$ cat src/rtl/tvc_pkg.sv
package tvc_pkg;

    localparam logic [2:0] SYM_LO     = 3'd0;
    localparam logic [2:0] SYM_HI     = 3'd1;
    localparam logic [2:0] SYM_KEEP   = 3'd2;
    localparam logic [2:0] SYM_TOGGLE = 3'd3;
    localparam logic [2:0] SYM_HIZ    = 3'd4;

    typedef enum logic [1:0] {
        ST_IDLE    = 2'd0,
        ST_CFG_ERR = 2'd1,
        ST_FETCH   = 2'd2,
        ST_RUN     = 2'd3
    } seq_state_e;

endpackage

$ cat src/rtl/tvc_pin_slice.sv
module tvc_pin_slice
    import tvc_pkg::*;
(
    input  logic       clk,
    input  logic       rst_n,
    input  logic       active,
    input  logic       clear,
    input  logic       load,
    input  logic       finish,
    input  logic       is_drv,
    input  logic       is_dis,
    input  logic       dis_lvl,
    input  logic [2:0] code,
    output logic       drv_out,
    output logic       drv_oe,
    output logic       exp_lvl,
    output logic       exp_care
);

    logic out_q, oe_q, exp_q, care_q;
    logic out_d, oe_d, exp_d, care_d;

    always_comb begin
        out_d  = out_q;
        oe_d   = oe_q;
        exp_d  = exp_q;
        care_d = care_q;
        if (clear) begin
            out_d  = is_dis & dis_lvl;
            oe_d   = is_dis;
            exp_d  = 1'b0;
            care_d = 1'b0;
        end else if (finish) begin
            oe_d = 1'b0;
        end else if (load) begin
            if (is_dis) begin
                out_d  = dis_lvl;
                oe_d   = 1'b1;
                care_d = 1'b0;
            end else if (is_drv) begin
                care_d = 1'b0;
                unique case (code)
                    SYM_LO:     begin out_d = 1'b0;   oe_d = 1'b1; end
                    SYM_HI:     begin out_d = 1'b1;   oe_d = 1'b1; end
                    SYM_KEEP:   ;
                    SYM_TOGGLE: begin out_d = ~out_q; oe_d = 1'b1; end
                    SYM_HIZ:    oe_d = 1'b0;
                    default:    ;
                endcase
            end else begin
                oe_d = 1'b0;
                unique case (code)
                    SYM_LO:     begin exp_d = 1'b0;   care_d = 1'b1; end
                    SYM_HI:     begin exp_d = 1'b1;   care_d = 1'b1; end
                    SYM_KEEP:   care_d = 1'b1;
                    SYM_TOGGLE: begin exp_d = ~exp_q; care_d = 1'b1; end
                    default:    care_d = 1'b0;
                endcase
            end
        end
    end

    always_ff @(posedge clk) begin
        if (!rst_n) begin
            out_q  <= 1'b0;
            oe_q   <= 1'b0;
            exp_q  <= 1'b0;
            care_q <= 1'b0;
        end else begin
            out_q  <= out_d;
            oe_q   <= oe_d;
            exp_q  <= exp_d;
            care_q <= care_d;
        end
    end

    assign drv_out  = out_q;
    assign drv_oe   = oe_q;
    assign exp_lvl  = exp_q;
    assign exp_care = care_q;

    // a receive pin that is not the disable control is never enabled
    p_rx_released_r4: assert property (@(posedge clk) disable iff (!rst_n)
        (!is_drv && !is_dis) |-> !oe_q);

    // the disable control pin holds its level for the whole unit
    p_dis_held_r9: assert property (@(posedge clk) disable iff (!rst_n)
        (active && is_dis) |-> (oe_q && (out_q == dis_lvl) && !care_q));

endmodule

$ cat src/rtl/tvc_seq.sv
module tvc_seq
    import tvc_pkg::*;
#(
    parameter int NPINS = 8,
    parameter int CW    = 16,
    parameter int IW    = 16,
    parameter int SW    = 3
) (
    input  logic             clk,
    input  logic             rst_n,
    input  logic [CW-1:0]    cfg_cycle_len,
    input  logic [CW-1:0]    cfg_strobe_dly,
    input  logic [NPINS-1:0] cfg_drive_mask,
    input  logic             cfg_dis_en,
    input  logic [SW-1:0]    cfg_dis_sel,
    input  logic             cfg_dis_level,
    input  logic             unit_start,
    input  logic             vec_valid,
    input  logic             vec_last,
    output logic             vec_ready,
    output logic             busy,
    output logic             cfg_err,
    output logic             clear,
    output logic             load,
    output logic             finish,
    output logic             strobe,
    output logic [IW-1:0]    cur_idx,
    output logic [NPINS-1:0] drv_mask,
    output logic [NPINS-1:0] dis_mask,
    output logic             dis_lvl
);

    seq_state_e state_q, state_d;

    logic [CW-1:0]    cnt_q, len_q, dly_q;
    logic [NPINS-1:0] drv_q, dis_q, dis_live;
    logic             lvl_q, last_q;
    logic [IW-1:0]    vcnt_q, cur_q;
    logic             start_ok, cfg_bad, at_end;

    for (genvar g = 0; g < NPINS; g++) begin : g_dis
        assign dis_live[g] = cfg_dis_en && (cfg_dis_sel == SW'(g));
    end

    assign cfg_bad  = (cfg_strobe_dly >= cfg_cycle_len);
    assign start_ok = unit_start && (state_q == ST_IDLE || state_q == ST_CFG_ERR);
    assign at_end   = (state_q == ST_RUN) && (cnt_q == len_q - CW'(1));

    // state register
    always_ff @(posedge clk) begin
        if (!rst_n) state_q <= ST_IDLE;
        else        state_q <= state_d;
    end

    // next state
    always_comb begin
        state_d = state_q;
        unique case (state_q)
            ST_IDLE, ST_CFG_ERR:
                if (unit_start) state_d = cfg_bad ? ST_CFG_ERR : ST_FETCH;
            ST_FETCH:
                if (vec_valid) state_d = ST_RUN;
            ST_RUN:
                if (at_end) begin
                    if (last_q)         state_d = ST_IDLE;
                    else if (vec_valid) state_d = ST_RUN;
                    else                state_d = ST_FETCH;
                end
            default: state_d = ST_IDLE;
        endcase
    end

    // outputs
    always_comb begin
        vec_ready = 1'b0;
        busy      = 1'b0;
        cfg_err   = 1'b0;
        strobe    = 1'b0;
        finish    = 1'b0;
        unique case (state_q)
            ST_IDLE:    ;
            ST_CFG_ERR: cfg_err = 1'b1;
            ST_FETCH: begin
                busy      = 1'b1;
                vec_ready = 1'b1;
            end
            ST_RUN: begin
                busy      = 1'b1;
                vec_ready = at_end && !last_q;
                finish    = at_end && last_q;
                strobe    = (cnt_q == dly_q);
            end
            default: ;
        endcase
        load  = vec_ready && vec_valid;
        clear = start_ok && !cfg_bad;
    end

    // datapath registers
    always_ff @(posedge clk) begin
        if (!rst_n) begin
            cnt_q  <= '0;
            len_q  <= '0;
            dly_q  <= '0;
            drv_q  <= '0;
            dis_q  <= '0;
            lvl_q  <= 1'b0;
            last_q <= 1'b0;
            vcnt_q <= '0;
            cur_q  <= '0;
        end else if (start_ok) begin
            len_q  <= cfg_cycle_len;
            dly_q  <= cfg_strobe_dly;
            drv_q  <= cfg_drive_mask;
            dis_q  <= dis_live;
            lvl_q  <= cfg_dis_level;
            vcnt_q <= '0;
            cur_q  <= '0;
        end else if (load) begin
            cur_q  <= vcnt_q;
            vcnt_q <= vcnt_q + IW'(1);
            last_q <= vec_last;
            cnt_q  <= '0;
        end else if (state_q == ST_RUN && !at_end) begin
            cnt_q  <= cnt_q + CW'(1);
        end
    end

    assign cur_idx  = cur_q;
    assign drv_mask = drv_q;
    assign dis_mask = clear ? dis_live : dis_q;
    assign dis_lvl  = clear ? cfg_dis_level : lvl_q;

    p_err_blocks_ready_r8: assert property (@(posedge clk) disable iff (!rst_n)
        cfg_err |-> (!vec_ready && !busy));

    p_cnt_in_window_r6: assert property (@(posedge clk) disable iff (!rst_n)
        (state_q == ST_RUN) |-> (cnt_q < len_q));

    p_strobe_inside_r7: assert property (@(posedge clk) disable iff (!rst_n)
        strobe |-> (dly_q < len_q));

    p_busy_start_ignored_r11: assert property (@(posedge clk) disable iff (!rst_n)
        (busy && unit_start && !finish) |=> busy);

endmodule

$ cat src/rtl/tvc_check.sv
module tvc_check #(
    parameter int NPINS = 8,
    parameter int IW    = 16
) (
    input  logic             clk,
    input  logic             rst_n,
    input  logic             clear,
    input  logic             strobe,
    input  logic [IW-1:0]    cur_idx,
    input  logic [NPINS-1:0] pin_in,
    input  logic [NPINS-1:0] exp_lvl,
    input  logic [NPINS-1:0] exp_care,
    output logic             res_valid,
    output logic             res_pass,
    output logic [IW-1:0]    res_index,
    output logic [NPINS-1:0] res_mismatch,
    output logic             fail_flag,
    output logic [IW-1:0]    first_fail_index
);

    logic [NPINS-1:0] mism;
    assign mism = (pin_in ^ exp_lvl) & exp_care;

    always_ff @(posedge clk) begin
        if (!rst_n) begin
            res_valid        <= 1'b0;
            res_pass         <= 1'b0;
            res_index        <= '0;
            res_mismatch     <= '0;
            fail_flag        <= 1'b0;
            first_fail_index <= '0;
        end else begin
            res_valid <= strobe;
            if (strobe) begin
                res_pass     <= (mism == '0);
                res_index    <= cur_idx;
                res_mismatch <= mism;
            end
            if (clear) begin
                fail_flag        <= 1'b0;
                first_fail_index <= '0;
            end else if (strobe && (mism != '0) && !fail_flag) begin
                fail_flag        <= 1'b1;
                first_fail_index <= cur_idx;
            end
        end
    end

    p_sticky_hold_r10: assert property (@(posedge clk) disable iff (!rst_n)
        (fail_flag && !clear) |=> (fail_flag && (first_fail_index == $past(first_fail_index))));

    p_result_follows_strobe_r7: assert property (@(posedge clk) disable iff (!rst_n)
        strobe |=> res_valid);

    p_pass_means_no_mism_r5: assert property (@(posedge clk) disable iff (!rst_n)
        res_valid |-> (res_pass == (res_mismatch == '0)));

endmodule

$ cat src/rtl/tvc_pin_channel.sv
module tvc_pin_channel
    import tvc_pkg::*;
#(
    parameter int NPINS = 8,
    parameter int CW    = 16,
    parameter int IW    = 16,
    localparam int SW   = (NPINS > 1) ? $clog2(NPINS) : 1
) (
    input  logic               clk,
    input  logic               rst_n,
    input  logic [CW-1:0]      cfg_cycle_len,
    input  logic [CW-1:0]      cfg_strobe_dly,
    input  logic [NPINS-1:0]   cfg_drive_mask,
    input  logic               cfg_dis_en,
    input  logic [SW-1:0]      cfg_dis_sel,
    input  logic               cfg_dis_level,
    input  logic               unit_start,
    input  logic               vec_valid,
    output logic               vec_ready,
    input  logic               vec_last,
    input  logic [3*NPINS-1:0] vec_codes,
    input  logic [NPINS-1:0]   pin_in,
    output logic [NPINS-1:0]   pin_out,
    output logic [NPINS-1:0]   pin_oe,
    output logic               unit_busy,
    output logic               cfg_err,
    output logic               res_valid,
    output logic               res_pass,
    output logic [IW-1:0]      res_index,
    output logic [NPINS-1:0]   res_mismatch,
    output logic               fail_flag,
    output logic [IW-1:0]      first_fail_index
);

    logic             clear, load, finish, strobe, dis_lvl;
    logic [IW-1:0]    cur_idx;
    logic [NPINS-1:0] drv_mask, dis_mask, exp_lvl, exp_care;

    tvc_seq #(.NPINS(NPINS), .CW(CW), .IW(IW), .SW(SW)) u_seq (
        .clk            (clk),
        .rst_n          (rst_n),
        .cfg_cycle_len  (cfg_cycle_len),
        .cfg_strobe_dly (cfg_strobe_dly),
        .cfg_drive_mask (cfg_drive_mask),
        .cfg_dis_en     (cfg_dis_en),
        .cfg_dis_sel    (cfg_dis_sel),
        .cfg_dis_level  (cfg_dis_level),
        .unit_start     (unit_start),
        .vec_valid      (vec_valid),
        .vec_last       (vec_last),
        .vec_ready      (vec_ready),
        .busy           (unit_busy),
        .cfg_err        (cfg_err),
        .clear          (clear),
        .load           (load),
        .finish         (finish),
        .strobe         (strobe),
        .cur_idx        (cur_idx),
        .drv_mask       (drv_mask),
        .dis_mask       (dis_mask),
        .dis_lvl        (dis_lvl)
    );

    for (genvar p = 0; p < NPINS; p++) begin : g_pin
        tvc_pin_slice u_slice (
            .clk      (clk),
            .rst_n    (rst_n),
            .active   (unit_busy),
            .clear    (clear),
            .load     (load),
            .finish   (finish),
            .is_drv   (drv_mask[p]),
            .is_dis   (dis_mask[p]),
            .dis_lvl  (dis_lvl),
            .code     (vec_codes[3*p +: 3]),
            .drv_out  (pin_out[p]),
            .drv_oe   (pin_oe[p]),
            .exp_lvl  (exp_lvl[p]),
            .exp_care (exp_care[p])
        );
    end

    tvc_check #(.NPINS(NPINS), .IW(IW)) u_check (
        .clk              (clk),
        .rst_n            (rst_n),
        .clear            (clear),
        .strobe           (strobe),
        .cur_idx          (cur_idx),
        .pin_in           (pin_in),
        .exp_lvl          (exp_lvl),
        .exp_care         (exp_care),
        .res_valid        (res_valid),
        .res_pass         (res_pass),
        .res_index        (res_index),
        .res_mismatch     (res_mismatch),
        .fail_flag        (fail_flag),
        .first_fail_index (first_fail_index)
    );

    p_idle_released_r11: assert property (@(posedge clk) disable iff (!rst_n)
        (!unit_busy && !$past(unit_start)) |-> (pin_oe == '0));

endmodule

$ cat config.mk
export PLATFORM = sky130hd
export DESIGN_NAME = tvc_pin_channel
export DESIGN_NICKNAME = d
export VERILOG_FILES = /design/src/rtl/tvc_pkg.sv /design/src/rtl/tvc_pin_slice.sv /design/src/rtl/tvc_seq.sv /design/src/rtl/tvc_check.sv /design/src/rtl/tvc_pin_channel.sv
export SDC_FILE = /design/constraint.sdc
export NUM_CORES = 1
export LEC_CHECK = 0
export BUFFER_PORTS_ARGS = -buffer_cell sky130_fd_sc_hd__buf_2
export CAP_MARGIN = 20
export CORE_MARGIN = 2
export CORE_UTILIZATION = 52
export DETAILED_ROUTE_END_ITERATION = 6
export GPL_TIMING_DRIVEN = 1
export MAX_ROUTING_LAYER = met4
export PLACE_DENSITY = 0.77
export SLEW_MARGIN = 5
export SYNTH_ARGS = -nofsm -noshare
export SYNTH_HDL_FRONTEND = slang
export SYNTH_SLANG_ARGS = --single-unit
$ cat constraint.sdc
create_clock -name clk -period 3.6 [get_ports clk]
set_input_delay 1.08 -clock clk [delete_from_list [all_inputs] [get_ports clk]]
set_output_delay 1.08 -clock clk [all_outputs]
set_load 0.02 [all_outputs]
; Word-level counts from Yosys, hierarchy flattened
; Cells that the tools add are included.
[classes]
addsub = 3
magnitude_cmp = 1
eq_ne = 56
muxes = 144
bitwise_logic = 45
reduce_logical = 109
[ops]
columns = op, count
row1 = 1-bit 2-to-1 mux, 110
row2 = "3-bit by 2-bit == test with 1-bit output, second input constant", 18
row3 = 3-bit nonzero test, 17
row4 = "6-bit by 4-bit != test with 1-bit output, second input constant", 8
row5 = 1-bit one-hot mux with 3 select lines, 16
row6 = 5-bit AND reduction, 8
row7 = 5-bit nonzero test, 8
row8 = "3-bit == test, second input constant", 12
row9 = 1-bit NOT, 35
row10 = "16-bit by 1-bit adder with 16-bit output, second input constant", 2
row11 = 16-bit == test, 2
row12 = 16-bit 2-to-1 mux, 2
row13 = 4-bit AND reduction, 8
row14 = 4-bit OR reduction, 8
row15 = "3-bit by 1-bit == test with 1-bit output, second input constant", 9
row16 = 3-bit zero test, 9
row17 = 3-bit OR reduction, 8
row18 = 2-bit AND reduction, 11
row19 = 1-bit one-hot mux with 2 select lines, 9
row20 = 1-bit logical AND, 17
row21 = 16-bit >= comparator, 1
row22 = "16-bit by 1-bit subtractor with 16-bit output, second input constant", 1
row23 = 2-bit 2-to-1 mux, 5
row24 = 1-bit bitwise AND, 8
row25 = 16 further kinds, 26
[word_totals]
ff_bits = 175
input_bits = 82
out_inout_bits = 62
elab_cells = 406

; Depth between registers and ports, before layout
[depth]
ltp_word = 9
depth_mapped = 14
depth_no_buf = 10

; Hierarchy
; From an unflattened synthesis, not the netlist that was laid out.
[hier_totals]
hier_cells = 1152
area_unflattened_um2 = 9375.2
[by_module_without_submodules]
columns = mod, n_inst, cells_each, area_each_um2, seq_area_each_um2
row1 = tvc_seq, 1, 689, 5445.2, 2001.9
row2 = tvc_pin_slice, 8, 35, 266.5, 80.1
row3 = tvc_check, 1, 183, 1798.0, 860.8

; Worst setup path before layout
; OpenSTA, ideal clock, no wires.
[synth_path]
kind = flip-flop to output port
from = register u_seq.len_q[0]
to = output vec_ready
arrival_ns = 2.534
t_required_ns = 2.520
slack_ns = -0.014
stages_incl_launch_ff = 11
n_path_buf = 0
cell_sequence = dfxtp_1 inv_1 ha_1 or4b_4 nor4_1 a32o_1 o22ai_2 or2_1 or3_1 o21ai_0 and2_1
[synth_between]
elab_chain_len = 5
[synth_lines]
columns = element, line
row1 = from (decl), tvc_seq.sv:35  ; logic [CW-1:0] cnt_q, len_q, dly_q;
row2 = from (signal assigned), tvc_seq.sv:112  ; len_q <= cfg_cycle_len;
row3 = 16-bit by 1-bit subtractor with 16-bit output, tvc_seq.sv:47  ; assign at_end = (state_q == ST_RUN) && (cnt_q == len_q - CW'(1));
row4 = 16-bit == test, tvc_seq.sv:47
row5 = 1-bit logical AND, tvc_seq.sv:47
row6 = 1-bit logical AND, tvc_seq.sv:89  ; vec_ready = at_end && !last_q;
row7 = 1-bit one-hot mux with 2 select lines, tvc_seq.sv:80  ; unique case (state_q)
row8 = to (decl), tvc_pin_channel.sv:19  ; output logic vec_ready,
; Every way passes these cells.

; Final worst setup path
[layout_path]
from = register u_seq.len_q[1]
to = output vec_ready
; The elaborated chain is that of the path after synthesis.

==> results.toml <==
[cells_and_area]
multiInputGateArea_um2 = 5310
nFillCells = 1464
area_growth_pct = 21.7
fin_area_um2 = 11200
drive_gt1_share_pct = 23.5
ff_latch_area_um2 = 3510
post-route-util_pct = 64.8
final_net_count = 1418
fin_cells = 1555

[yosys]
ys_top_cells_by_count = "200 x nand2_1, 175 x dfxtp_1, 113 x a21oi_1"
syn_inst = 1149
ys.flop_type = "dfxtp_1"
seq_area_frac_synth_pct = 38.0
yosysTopAreaCellShare_pct = 38.0
synth_edf_count = 0
synth-seq-cells = 175
netlist_area_um2 = 9220
synthesis.nets = 1250
yosys_warnings = 0
syn_area_per_cell_um2 = 8.02
synthArstFlopShare_pct = 0
ys_types = 80
yosys.area.top_type = "dfxtp_1"
synth.most_common_cell = "nand2_1"
synth_area_leaders = "dfxtp_1 38%, nand2_1 8.1%, a21oi_1 6.1%, mux2i_1 4.9%, nor2_1 4.4%"

[place]
place.gp.congestion = 0.928
dpl_cell_area_um2 = 10400
portBuffers = 143
dpl.hpwl_um = 17500
place_inst = 1513

[run_status]
status = "finished, violations left"
violations = "negative setup slack"

[route]
drtPass1Iterations = 5
drcViolationCount = 0
drtIter0Drc = 561
viasPerCell = 5.63
ant_nets = 0
wl_um = 25000
vias = 8758
avgRoutedWirePerCell_um = 16.1

[worst_setup_path]
critical_path.top_delay_family = "simple AND/OR/NAND/NOR gates"
cp.buffers_inverters = 2
critPathMaxStageDelay_ns = 0.50
path_cells = "inv_2, ha_4, or4b_4, o21ai_1, and3_1, o211ai_1, or2_1, or3_4, o21ai_2, and2_4, buf_6"
cpMaxStageDelayCell = "or4b_4"
start_kind = "flop"
end_kind = "output port"
critPathKind = "flop to output port"
crit_arrival_ns = 2.86
cp_max_fo = 4
cp.required_ns = 2.52

[timing]
fmax_mhz = 254
clock_skew_ns = 0.0121
slew_headroom_pct = 24.8
slew_violations = 0
worst_pin_slew_ns = 1.12
finalWorstSetupSlack_ns = -0.343
period_minus_slack_ns = 3.94
setup_viol = 1
finalCritPeriodShare_pct = 110
grt_setup_unrepaired = "yes"
timing.final.hold_violations = 0
fin_setup_tns_ns = -0.343

[power]
power_density_nw_per_um2 = 419
p_leak_uw = 0.00476
finalPower_uw = 4700
peakVddDrop_uv = 373

[clock_network]
tritoncts = "yes"
cts_root_buf = "clkbuf_16"
ctsHtreeMaxLevel = 4
clock_tree.buffer_depth = 2
ctsHoldBuffers = 0
numCtsBuffers = 17
clock-sinks = 175
worst_skew_pair.late_latency_ns = 0.44
clk_pin_slew_worst_paths_ns = 0.07

[floorplanning]
fp.coreArea_um2 = 17300
dieWidth_um = 137
die_h_um = 137
rows = 48
initial_core_util_pct = 53.3
die_area_um2 = 18800
ioPinCount = 144

[global_route]
grt_use_total_pct = 27.0
first_global_vias = 7984
grt_max_degree = 55
antenna_found_initial = 0
grt_remaining_overflow = 0
grt_pass1_wl_um = 39200

[flow_run]
maxCapViolCount = 0

[hold_path]
min_path_type = "flop to flop"
[kinds of logic (layout without fill, tap and decap cells)]
family / count (synthesis) / in the layout / share of synthesized area (%)
buffers and inverters: 115 / 294 / 5.77
adders and majority gates: 19 / 19 / 2.58
AOI/OAI and AO/OA: 262 / 262 / 18.5
other: 0 / 1 / 0
and+or+nand+nor: 475 / 476 / 24.7
muxes: 46 / 46 / 5.01
DFF: 175 / 175 / 38.0
xor gates and xnor gates: 57 / 57 / 5.42
[worst reg2reg max path, cell delays in order (launching register included)]
cell,delay [ns]
dfxtp_2,0.33
inv_2,0.06
ha_4,0.13
or4b_4,0.50
buf_4,0.17
nor4_4,0.14
xnor2_1,0.18
nand4_2,0.16
buf_4,0.20
nor4_4,0.50
nor2_4,0.23
or4_1,0.59
a21oi_1,0.17
[layout by cell type (no fill, tap or decap), types with 6 or more instances in the layout]
cell type,n
o2111ai_1,7
buf_4,82
clkbuf_16,17
nand2b_1,17
inv_1,32
nor3b_1,9
ha_1,18
a221oi_1,6
and2_1,10
nor3_1,7
buf_2,142
or4_1,13
nand4_1,14
xnor2_1,28
o31ai_1,12
xor2_1,28
nor2b_1,13
dfxtp_1,172
o21ai_0,24
a21oi_1,112
nor2_1,108
o211ai_1,6
or3_1,8
a21o_1,6
and3_1,9
nand3_1,25
a211oi_1,19
a31oi_1,11
mux2i_1,45
nand2_1,200
[power by group]
part / internal (uW) / switching (uW) / leakage (uW)
clock network: 999 / 856 / 0.000280
logic: 340 / 453 / 0.00306
registers: 1990 / 58.9 / 0.00142
[metal layers]
metal,vias to the layer above,share of wire [%],global-route usage (%)
met1,4086,46,35.8
met2,275,46,42.5
li1,4351,-,-
met4,0,2.1,7.90
met5,-,0,-
met3,46,5.6,4.26
[cell type report]
cell class,instances,area share (%)
Antenna cell,1,0.0223
Clock buffer,18,3.92
Clock inverter,13,1.33
Inverter,35,1.17
Multi-Input combinational cell,860,47.3
Sequential cell,175,31.3
Tap cell,225,2.51
Timing Repair Buffer,228,12.5
[state kept, by name, indices dropped and copies added (netlist names)]
name and cells:
u_seq.state_q 2, u_seq.last_q 1, g_pin.u_slice.exp_lvl 8, g_pin.u_slice.exp_care 8, u_seq.drv_mask 8, u_check.res_mismatch 8
g_pin.u_slice.drv_out 8, u_seq.dly_q 16, u_seq.cnt_q 16, u_seq.lvl_q 1, u_check.res_valid 1, u_seq.dis_q 8
u_seq.cur_idx 16, u_check.first_fail_index 16, u_check.fail_flag 1, u_seq.vcnt_q 16, g_pin.u_slice.drv_oe 8, u_check.res_index 16
u_seq.len_q 16, u_check.res_pass 1
[metrics by stage]
stage	hold WS (ns)	setup slack, ns
2_1_floorplan	0.427	0.0162
3_3_place_gp	0.441	-0.175
3_5_place_dp	0.450	-0.264
4_1_cts	0.460	-0.423
5_1_grt	0.479	-0.475
6_report	0.461	-0.343
[what timing repair did]
item,4_1_cts,5_1_grt
gates resized for setup,13,15
gates cloned,0,1
pin swaps,6,12
setup endpoints to repair,1,24
setup buffers,4,5
[path summary, 6_finish.rpt]
| check | startpoint | endpoint | slack, ns | cells past startpoint |
|---|---|---|---|---|
| hold / removal | g_pin[0].u_slice.exp_care | g_pin[0].u_slice.exp_care | 0.46 | 2 |
| setup / recovery | u_seq.len_q[1] | vec_ready | -0.34 | 11 |
| hold reg to reg | g_pin[0].u_slice.exp_care | g_pin[0].u_slice.exp_care | 0.46 | 2 |
| setup reg to reg | u_seq.len_q[1] | u_seq.vcnt_q[14] | 0.16 | 12 |
(Power assumes the default switching activity.)
